File: src/rtl/rt_vc_pkg.sv
package rt_vc_pkg;

    localparam int NUM_PORTS = 5;

    typedef enum logic [2:0] {
        PORT_LOCAL = 3'd0,
        PORT_XPOS  = 3'd1,
        PORT_XNEG  = 3'd2,
        PORT_YPOS  = 3'd3,
        PORT_YNEG  = 3'd4
    } port_e;

    typedef struct packed {
        logic  at_dest;
        logic  x_move;
        logic  y_move;
        port_e x_port;
        port_e y_port;
        port_e dor_port;
    } route_info_t;

endpackage

File: src/rtl/rt_dir.sv
module rt_dir
    import rt_vc_pkg::*;
#(
    parameter int X_W = 3,
    parameter int Y_W = 3
) (
    input  logic [X_W-1:0] cur_x,
    input  logic [Y_W-1:0] cur_y,
    input  logic [X_W-1:0] dst_x,
    input  logic [Y_W-1:0] dst_y,
    output route_info_t    info
);
    always_comb begin
        info.x_move  = (cur_x != dst_x);
        info.y_move  = (cur_y != dst_y);
        info.x_port  = (dst_x > cur_x) ? PORT_XPOS : PORT_XNEG;
        info.y_port  = (dst_y > cur_y) ? PORT_YPOS : PORT_YNEG;
        info.at_dest = !info.x_move && !info.y_move;
        if (info.x_move)      info.dor_port = info.x_port;
        else if (info.y_move) info.dor_port = info.y_port;
        else                  info.dor_port = PORT_LOCAL;
    end
endmodule

File: src/rtl/rt_first_free.sv
module rt_first_free #(
    parameter int N = 3,
    localparam int IW = (N > 1) ? $clog2(N) : 1
) (
    input  logic [N-1:0]  free,
    output logic          found,
    output logic [IW-1:0] idx
);
    always_comb begin
        found = 1'b0;
        idx   = '0;
        for (int i = 0; i < N; i++) begin
            if (!found && free[i]) begin
                found = 1'b1;
                idx   = IW'(i);
            end
        end
    end
endmodule

File: src/rtl/rt_rr_pick.sv
module rt_rr_pick #(
    parameter int N = 4,
    localparam int IW = (N > 1) ? $clog2(N) : 1
) (
    input  logic          clk,
    input  logic          rst,
    input  logic [N-1:0]  req,
    input  logic          advance,
    output logic          found,
    output logic [IW-1:0] idx
);
    logic [IW-1:0] ptr;

    always_comb begin
        found = 1'b0;
        idx   = '0;
        for (int k = 0; k < N; k++) begin
            int c;
            c = int'(ptr) + k;
            if (c >= N) c = c - N;
            for (int j = 0; j < N; j++) begin
                if (!found && j == c && req[j]) begin
                    found = 1'b1;
                    idx   = IW'(j);
                end
            end
        end
    end

    always_ff @(posedge clk) begin
        if (rst) begin
            ptr <= '0;
        end else if (advance && found) begin
            ptr <= (int'(idx) == N - 1) ? '0 : idx + 1'b1;
        end
    end
endmodule

File: src/rtl/rt_escape_vc_sel.sv
module rt_escape_vc_sel
    import rt_vc_pkg::*;
#(
    parameter int X_W     = 3,
    parameter int Y_W     = 3,
    parameter int NUM_AVC = 2,
    localparam int NUM_VC = NUM_AVC + 1,
    localparam int VC_W   = $clog2(NUM_VC),
    localparam int FREE_W = NUM_PORTS * NUM_VC
) (
    input  logic              clk,
    input  logic              rst,
    input  logic              hdr_valid,
    input  logic [X_W-1:0]    cur_x,
    input  logic [Y_W-1:0]    cur_y,
    input  logic [X_W-1:0]    dst_x,
    input  logic [Y_W-1:0]    dst_y,
    input  logic              esc_in,
    input  logic [FREE_W-1:0] vc_free,
    output logic              grant,
    output logic [2:0]        out_port,
    output logic [VC_W-1:0]   out_vc,
    output logic              esc_out
);
    localparam int SLOTS  = 2 * NUM_AVC;
    localparam int SW     = (SLOTS > 1) ? $clog2(SLOTS) : 1;
    localparam int ESC_VC = NUM_AVC;

    function automatic logic chan_free(input logic [FREE_W-1:0] fv,
                                       input port_e p, input int v);
        logic r;
        r = 1'b0;
        for (int i = 0; i < FREE_W; i++) begin
            if (i == int'(p) * NUM_VC + v) r = fv[i];
        end
        return r;
    endfunction

    route_info_t info;

    rt_dir #(.X_W(X_W), .Y_W(Y_W)) u_dir (
        .cur_x(cur_x), .cur_y(cur_y), .dst_x(dst_x), .dst_y(dst_y), .info(info)
    );

    // Adaptive candidate slots: slot = 2*vc + dim (dim 0 = X, 1 = Y)
    logic [SLOTS-1:0] slot_req;
    for (genvar v = 0; v < NUM_AVC; v++) begin : g_vc
        for (genvar d = 0; d < 2; d++) begin : g_dim
            if (d == 0) begin : g_x
                assign slot_req[2*v+d] = info.x_move && chan_free(vc_free, info.x_port, v);
            end else begin : g_y
                assign slot_req[2*v+d] = info.y_move && chan_free(vc_free, info.y_port, v);
            end
        end
    end

    logic          rr_found;
    logic [SW-1:0] rr_idx;
    logic          rr_adv;

    rt_rr_pick #(.N(SLOTS)) u_rr (
        .clk(clk), .rst(rst), .req(slot_req), .advance(rr_adv),
        .found(rr_found), .idx(rr_idx)
    );

    logic            loc_found;
    logic [VC_W-1:0] loc_idx;

    rt_first_free #(.N(NUM_VC)) u_loc (
        .free(vc_free[int'(PORT_LOCAL)*NUM_VC +: NUM_VC]),
        .found(loc_found), .idx(loc_idx)
    );

    logic esc_free;
    assign esc_free = chan_free(vc_free, info.dor_port, ESC_VC);

    always_comb begin
        grant    = 1'b0;
        out_port = info.dor_port;
        out_vc   = VC_W'(ESC_VC);
        esc_out  = esc_in;
        rr_adv   = 1'b0;
        if (hdr_valid) begin
            if (info.at_dest) begin
                out_port = PORT_LOCAL;
                out_vc   = loc_idx;
                grant    = loc_found;
            end else if (!esc_in && rr_found) begin
                grant    = 1'b1;
                out_port = rr_idx[0] ? info.y_port : info.x_port;
                out_vc   = VC_W'(rr_idx >> 1);
                esc_out  = 1'b0;
                rr_adv   = 1'b1;
            end else if (esc_free) begin
                grant    = 1'b1;
                esc_out  = 1'b1;
            end
        end
    end
endmodule

File: config.mk
export PLATFORM = sky130hd
export DESIGN_NAME = rt_escape_vc_sel
export DESIGN_NICKNAME = d
export VERILOG_FILES = /design/src/rtl/rt_vc_pkg.sv /design/src/rtl/rt_dir.sv /design/src/rtl/rt_first_free.sv /design/src/rtl/rt_rr_pick.sv /design/src/rtl/rt_escape_vc_sel.sv
export SDC_FILE = /design/constraint.sdc
export NUM_CORES = 1
export LEC_CHECK = 0
export ABC_AREA = 0
export BUFFER_PORTS_ARGS = -buffer_cell sky130_fd_sc_hd__buf_2
export CAP_MARGIN = 30
export CELL_PAD_IN_SITES_DETAIL_PLACEMENT = 0
export CELL_PAD_IN_SITES_GLOBAL_PLACEMENT = 1
export CORE_MARGIN = 10
export CORE_UTILIZATION = 34
export CTS_CLUSTER_SIZE = 40
export DETAILED_ROUTE_END_ITERATION = 12
export GPL_TIMING_DRIVEN = 0
export PLACE_DENSITY = 0.84
export SETUP_SLACK_MARGIN = 0.15
export SLEW_MARGIN = 20
export SYNTH_ARGS = -nofsm -noshare
export SYNTH_HDL_FRONTEND = slang
export SYNTH_SLANG_ARGS = --single-unit
File: constraint.sdc
create_clock -name clk -period 3.75 [get_ports clk]
set_input_delay 0 -clock clk [delete_from_list [all_inputs] [get_ports clk]]
set_output_delay 0 -clock clk [all_outputs]
set_load 0.05 [all_outputs]
---- Yosys cells after proc, flatten, opt, wreduce, memory -nomap -nowiden ----
Index checks and enable logic that the tools add are counted.
Widths: inputs -> output; s select.
storage, ports and cells
  register bits after elaboration ......... 2
  input bits .............................. 31
  output and inout port bits .............. 7
  word-level logic and storage cells ...... 313
operators by class
  add/subtract/negate cells ............... 11
  multipliers ............................. 3
  magnitude comparators ................... 6
  eq/ne operators ......................... 85
  multiplexer cells ....................... 138
  reductions and logical operators ........ 69
operators with widths
  operator               count
  $eq 5x32->1 const A    32
  $eq 4x32->1 const A    20
  $eq 3x32->1 const A    18
  $eq 2x32->1 const A    9
  $logic_not 32->1       9
  $mux 32                4
  $mux 1                 107
  $ge 32x4->1 const B    3
  $sub 32x4->32 const B  3
  $logic_and 1x1->1      40
  $mux 2                 20
  $mux 3                 7
  $logic_not 1->1        20
  $eq 4x6->1 const A     3
  $mul 3x2->5 const B    3
  $add 5x1->6 const B    2
  $add 2x2->3 const B    2
  $add 5x2->6 const B    1
  $gt 3x3->1             2
  $ne 3x3->1             2
  $sub 2x3->4 const B    1
  $add 2x1->3 const B    1
  $ge 2x3->1 const B     1
  $add 2x1->2 const B    1
  $eq 2x1->1 const B     1

---- Depth between registers and ports, before layout ----
  depth in word-level cells ............... 87
  gate-level depth with buffers ........... 17

---- Hierarchy ----
A second synthesis with hierarchy kept.
unflattened totals
  cells, all modules ...................... 286
  area total of the unflattened synthesis .. 2,040.7 um^2
by module, submodules not included
  module            times used  cells each  area each (um^2)  sequential area each (um^2)
  rt_escape_vc_sel  1           222         1,559.0           0.0
  rt_dir            1           31          237.7             0.0
  rt_rr_pick        1           30          221.5             40.0
  rt_first_free     1           3           22.5              0.0

---- Worst setup path after synthesis ----
OpenSTA, ideal clock, no wires.
  path kind ............................... input to output
  start ................................... input port cur_y[2]
  end ..................................... output port esc_out
  arrival time ............................ 3.320 ns
  required time ........................... 3.750 ns
  slack ................................... 0.430 ns
  stages on the path ...................... 16
  cell sequence ........................... inv_1 -> ha_1 -> a21o_1 -> o21a_2 -> nand2_1 -> o21ai_0 -> ha_1 -> inv_1 -> ha_1 -> ha_1 -> nor4b_2 -> mux2i_1 -> o32a_1 -> a22oi_2 -> o211a_1 -> a41o_1
between the ends
  longest elaborated chain between the ends .. 82
  elaborated cells between the ends (all ways) .. 166
  those cells by class .................... add/sub: 2; mul: 2; order compare: 1; eq/ne: 43; mux: 67; reduce/logical: 51
ends and longest elaborated chain
  item                            RTL line                RTL
  from (decl)                     rt_escape_vc_sel.sv:15  input logic [Y_W-1:0] cur_y,
  $gt 3x3->1                      rt_dir.sv:17            info.y_port = (dst_y > cur_y) ? PORT_YPOS : PORT_YNEG;
  $mux 3                          rt_dir.sv:17
  $mul 3x2->5                     rt_escape_vc_sel.sv:34  if (i == int'(p) * NUM_VC + v) r = fv[i];
  $logic_not 32->1                rt_escape_vc_sel.sv:34
  $mux 1 (15 in a row)            rt_escape_vc_sel.sv:34
  $logic_and 1x1->1               rt_escape_vc_sel.sv:52  assign slot_req[2*v+d] = info.y_move && chan_free(vc_free, info.y_port, v);
  $logic_and 1x1->1               rt_rr_pick.sv:22        if (!found && j == c && req[j]) begin
  $mux 1                          rt_rr_pick.sv:22
  [51 not listed]                 -
  $mux 1                          rt_rr_pick.sv:22
  $logic_not 1->1                 rt_rr_pick.sv:22
  $logic_and 1x1->1 (2 in a row)  rt_rr_pick.sv:22
  $mux 1                          rt_rr_pick.sv:22
  $logic_and 1x1->1               rt_escape_vc_sel.sv:88  end else if (!esc_in && rr_found) begin
  $mux 1                          rt_escape_vc_sel.sv:88
  $mux 1 (*)                      rt_escape_vc_sel.sv:84  if (info.at_dest) begin
  $mux 1 (*)                      rt_escape_vc_sel.sv:83  if (hdr_valid) begin
  to (decl)                       rt_escape_vc_sel.sv:23  output logic esc_out
Every way passes the cells marked *; elsewhere a longest branch is shown, timed or not.

---- Final worst setup path ----
  start ................................... input port cur_y[2]
  end ..................................... output port grant
between the ends
  longest elaborated chain between the ends .. 82
  elaborated cells between the ends (all ways) .. 166
  those cells by class .................... add/sub: 2; mul: 2; order compare: 1; eq/ne: 43; mux: 67; reduce/logical: 51
ends and longest elaborated chain
  item                            RTL line                RTL
  $gt 3x3->1                      rt_dir.sv:17
  $mux 3                          rt_dir.sv:17
  $mul 3x2->5                     rt_escape_vc_sel.sv:34
  $logic_not 32->1                rt_escape_vc_sel.sv:34
  $mux 1 (15 in a row)            rt_escape_vc_sel.sv:34
  $logic_and 1x1->1               rt_escape_vc_sel.sv:52
  $logic_and 1x1->1               rt_rr_pick.sv:22
  $mux 1                          rt_rr_pick.sv:22
  [51 not listed]                 -
  $mux 1                          rt_rr_pick.sv:22
  $logic_not 1->1                 rt_rr_pick.sv:22
  $logic_and 1x1->1 (2 in a row)  rt_rr_pick.sv:22
  $mux 1                          rt_rr_pick.sv:22
  $logic_and 1x1->1               rt_escape_vc_sel.sv:88
  $mux 1                          rt_escape_vc_sel.sv:88
  $mux 1 (*)                      rt_escape_vc_sel.sv:84
  $mux 1 (*)                      rt_escape_vc_sel.sv:83
  to (decl)                       rt_escape_vc_sel.sv:20  output logic grant,
Marked as above.

==> reports/summary.log <==
INFO  cts            clk_latency=220ps
INFO  layout         largest_register_ffs=2
INFO  logic_synthesis synth_top_cell_by_area=sky130_fd_sc_hd__ha_1
INFO  drt            wl_met3=192µm
INFO  pwr            switching_share=0.507
INFO  sta            worst_slew_pin_slew=387ps
INFO  drt            met1_length=1250µm
INFO  drt            detail_route.drc_violations=0
INFO  pwr            clkPwrFrac=0.122
INFO  floorplanning  initial_cell_density_of_the_core=0.353
INFO  global_route   grt_pass1_vias=1198
INFO  placed_design  place.detailed.instances=199
INFO  logic_synthesis proportion_of_synthesized_area_in_mux_cells=0.0617
INFO  global_route   grt_pass1_wl=5100µm
INFO  pwr            p_seq_frac=0.072
INFO  placed_design  hpwlAfterDp=2650µm
INFO  logic_synthesis synth-seq-area-share=0.0411
INFO  floorplanning  coreArea=2760µm²
INFO  drt            met2_wirelength=1640µm
INFO  logic_synthesis synthesis.nets=174
INFO  layout         areaGrowthSynthToFinish=34.8%
INFO  logic_synthesis synth_compound_gate_area_share=0.362
INFO  logic_synthesis synth_top_family_by_area=compound AO/OA/AOI/OAI gates
INFO  worst_setup_path critical-path-max-stage-delay=480ps
INFO  logic_synthesis yosys-top-cells-area=sky130_fd_sc_hd__ha_1 15%, sky130_fd_sc_hd__nor2_1 6.6%, sky130_fd_sc_hd__mux2i_1 6.2%, sky130_fd_sc_hd__dfxtp_1 4.1%, sky130_fd_sc_hd__inv_1 3.9%
INFO  sta            clock.fmax=0.297GHz
INFO  cts            cts_tree=built
INFO  worst_setup_path worst-endpoint-required=3750ps
INFO  global_route   grt_max_degree=11
INFO  worst_setup_path worst_path_max_delay_cell=sky130_fd_sc_hd__or3b_2
INFO  cts            numCtsBuffers=3
INFO  drt            post_drt_wl_per_cell=15.2µm
INFO  floorplanning  floorplan.die.width=73.5µm
INFO  drt            wirelength=3090µm
INFO  cts            cts-root-buf=sky130_fd_sc_hd__clkbuf_4
INFO  layout         final_core_util=0.476
INFO  sta            max_slew_margin=0.740
INFO  cts            total_number_of_clock_tree_sinks=2
INFO  job            number_of_max_cap_violations=0
INFO  logic_synthesis synth_cells=131
INFO  logic_synthesis synth_area=973µm²
INFO  placed_design  postPlaceCellArea=1200µm²
INFO  worst_setup_path crit_type=input pin to output port
INFO  drt            route.top_layer_used=met3
INFO  logic_synthesis synth.distinct_cells=47
INFO  pwr            leakage=0.655nW
INFO  floorplanning  io_pins=38
INFO  drt            via_per_inst=5.62
INFO  sta            setup-violations-final=0
INFO  pwr            power_density=283nW/µm²
INFO  logic_synthesis syn-mean-instance-area=7.43µm²
INFO  pwr            vdd_drop_max=0.223mV
INFO  logic_synthesis fraction_of_synthesized_cell_area_taken_by_the_top_area_cell_type=0.154
INFO  pwr            netSwitchingPower=0.188mW
INFO  layout         n_antenna_cell=0
INFO  logic_synthesis synth.ff_latch_count=2
INFO  placed_design  routabilityCongestion=0.804
INFO  global_route   antenna_violations_before_repair=0
INFO  sta            grt_setup_unrepaired=no
INFO  logic_synthesis synth_fa_ha_area_frac=0.154
INFO  sta            period_needed=3360ps
INFO  layout         drive_above_1_share=0.407
INFO  layout         registers.top_by_ff_count=u_rr.ptr
INFO  worst_setup_path arrival=3360ps
INFO  floorplanning  chipHeight=73.5µm
INFO  worst_setup_path critPathCaptureType=output port
INFO  layout         biggestRegsByFlops=u_rr.ptr (2)
INFO  worst_setup_path critical_path.cell_chain=buf_2 -> inv_1 -> ha_4 -> a21o_1 -> a31oi_2 -> nand2_2 -> ha_1 -> inv_1 -> ha_1 -> ha_2 -> or3b_2 -> nor2_2 -> o21ai_0 -> o211ai_1 -> a22oi_2 -> o211a_1 -> o211a_1 -> buf_2
INFO  drt            initialDrtViolationCount=28
INFO  drt            detailroute.via_count=1140
INFO  pwr            power.combinational.fraction=0.806
INFO  floorplanning  core.rowCount=19
INFO  cts            clk_pin_slew_worst_paths=30ps
INFO  worst_setup_path path_max_fanout=4
INFO  sta            report.final.slew_viol_count=0
INFO  floorplanning  design.die.area=5400µm²
INFO  worst_hold_path hold_path.class=input pin to flop
INFO  global_route   grt_overflow_total=0
INFO  cts            post-cts-setup-buffers=0
INFO  sta            timing.clock.skew=0.388ps
INFO  status         outcome=completed
INFO  drt            detail_route.first_pass.iterations=4
INFO  layout         num-nets-final=217
INFO  cts            cts.htree.levels=1
INFO  logic_synthesis share_of_the_synthesized_netlist_area_taken_by_xor_and_xnor_gates=0
INFO  worst_setup_path critical_path.startpoint_type=input pin
INFO  layout         stdcell_area=1310µm²
INFO  logic_synthesis synth.yosys.warnings=0
INFO  global_route   grt.total_usage=0.111
INFO  placed_design  portBuffers=37
INFO  sta            setup_tns=0ps
INFO  drt            final_antenna_net_count=0
INFO  sta            timing_hold_violations_final=0
INFO  sta            final_worst_path_period_share=0.897
INFO  pwr            internal-power=0.183mW
INFO  cts            max-clock-path-buffers=2
INFO  layout         final-instance-count-excl-fill=203
INFO  logic_synthesis synth_simple_gate_area_share=0.333
INFO  sta            fin_hold_ws=314ps
repair_timing:
item / 4_1_cts / 5_1_grt
hold endpoints to repair: 2 / 0
pin swaps: 0 / 1
hold buffers: 1 / 0
gates resized for setup: 5 / 13
gates cloned: 0 / 0
endpoints found under the setup margin: 2 / 2
cell type report:
class	instances	area (µm²)
clock buffer	3	22.5
multi-input combinational	117	960
sequential	2	40.0
buffer	2	16.3
fill	284	1450
inverter	10	37.5
tap	31	38.8
timing repair buffer	38	198
synthesized netlist by cell type (all sizes together):
cell / count
buf: 1
mux2i: 6
o32ai: 1
a41o: 1
o2bb2ai: 1
o41ai: 1
a22oi: 2
o31ai: 1
nand2: 9
o32a: 2
a21o: 2
nand4: 1
o21ba: 1
or4: 1
inv: 10
a21boi: 1
nor3: 7
nand3: 6
nand3b: 4
or3b: 1
o211a: 2
and2: 3
and3: 1
clkbuf: 1
a21oi: 3
nor2: 18
o21ai: 12
nor3b: 1
o21a: 1
or2: 2
o311ai: 1
dfxtp: 2
nor4b: 1
ha: 12
and3b: 2
a31oi: 1
o211ai: 5
a22o: 2
nand2b: 2
power by group through the flow:
| stage | Clock [mW] | Combinational, mW | Sequential, mW |
|---|---|---|---|
| finish | 0.0453 | 0.299 | 0.0268 |
| global route | 0.0524 | 0.327 | 0.0272 |
| CTS | 0.0477 | 0.288 | 0.0268 |
| detailed placement | 0 | 0.278 | 0.0270 |
| global placement | 0 | 0.271 | 0.0269 |
| floorplan | 0 | 0.213 | 0.0261 |
path summary, 6_finish.rpt:
kind / end / slack (ps) / cells past startpoint / startpoint
hold / removal: u_rr.ptr[1]$_SDFFE_PP0P_ / 310 / 5 / esc_in
setup reg to reg: u_rr.ptr[1]$_SDFFE_PP0P_ / 2190 / 7 / u_rr.ptr[1]$_SDFFE_PP0P_
setup / recovery: grant / 390 / 18 / cur_y[2]
hold reg to reg: u_rr.ptr[1]$_SDFFE_PP0P_ / 570 / 2 / u_rr.ptr[1]$_SDFFE_PP0P_
worst max-delay path, delay by kind of cell:
family,cells,cell delay [ps]
AO/OA/AOI/OAI,7,1280
adder cells (fa/ha/maj),4,920
AND/OR/NAND/NOR,3,730
buffers and inverters,4,420
cells by family after synthesis:
logic type,after synthesis
flip-flops,2
AO/OA/AOI/OAI,40
adder cells (fa/ha/maj),12
AND/OR/NAND/NOR,59
buffers and inverters,12
multiplexers,6
cells in the final DEF, fill, tap and decap left out, drive strengths merged, types with 2 or more instances in the layout:
cell type,instances
buf,38
a22o,2
nor3,7
o211ai,5
nand2,9
and3b,2
a22oi,2
dfxtp,2
clkbuf,4
nand3,6
or2,2
a21o,2
inv,10
and2,3
ha,12
nor2,18
nand2b,2
o211a,2
mux2i,6
o32a,2
a21oi,3
o21ai,12
nand3b,4
per-layer routing:
layer | vias to the layer above | global-route usage
li1 | 576 | -
met1 | 528 | 0.124
met2 | 36 | 0.210
met3 | 0 | 0.0229
met4 | 0 | 0.0124
met5 | - | 0
per-stage QoR:
stage | power [mW] | setup WS (ps)
finish | 0.372 | 388
floorplan | 0.239 | 430
global placement | 0.298 | 107
global route | 0.406 | 193
detailed placement | 0.305 | 9.57
CTS | 0.363 | 172
(Power assumes the default switching activity.)
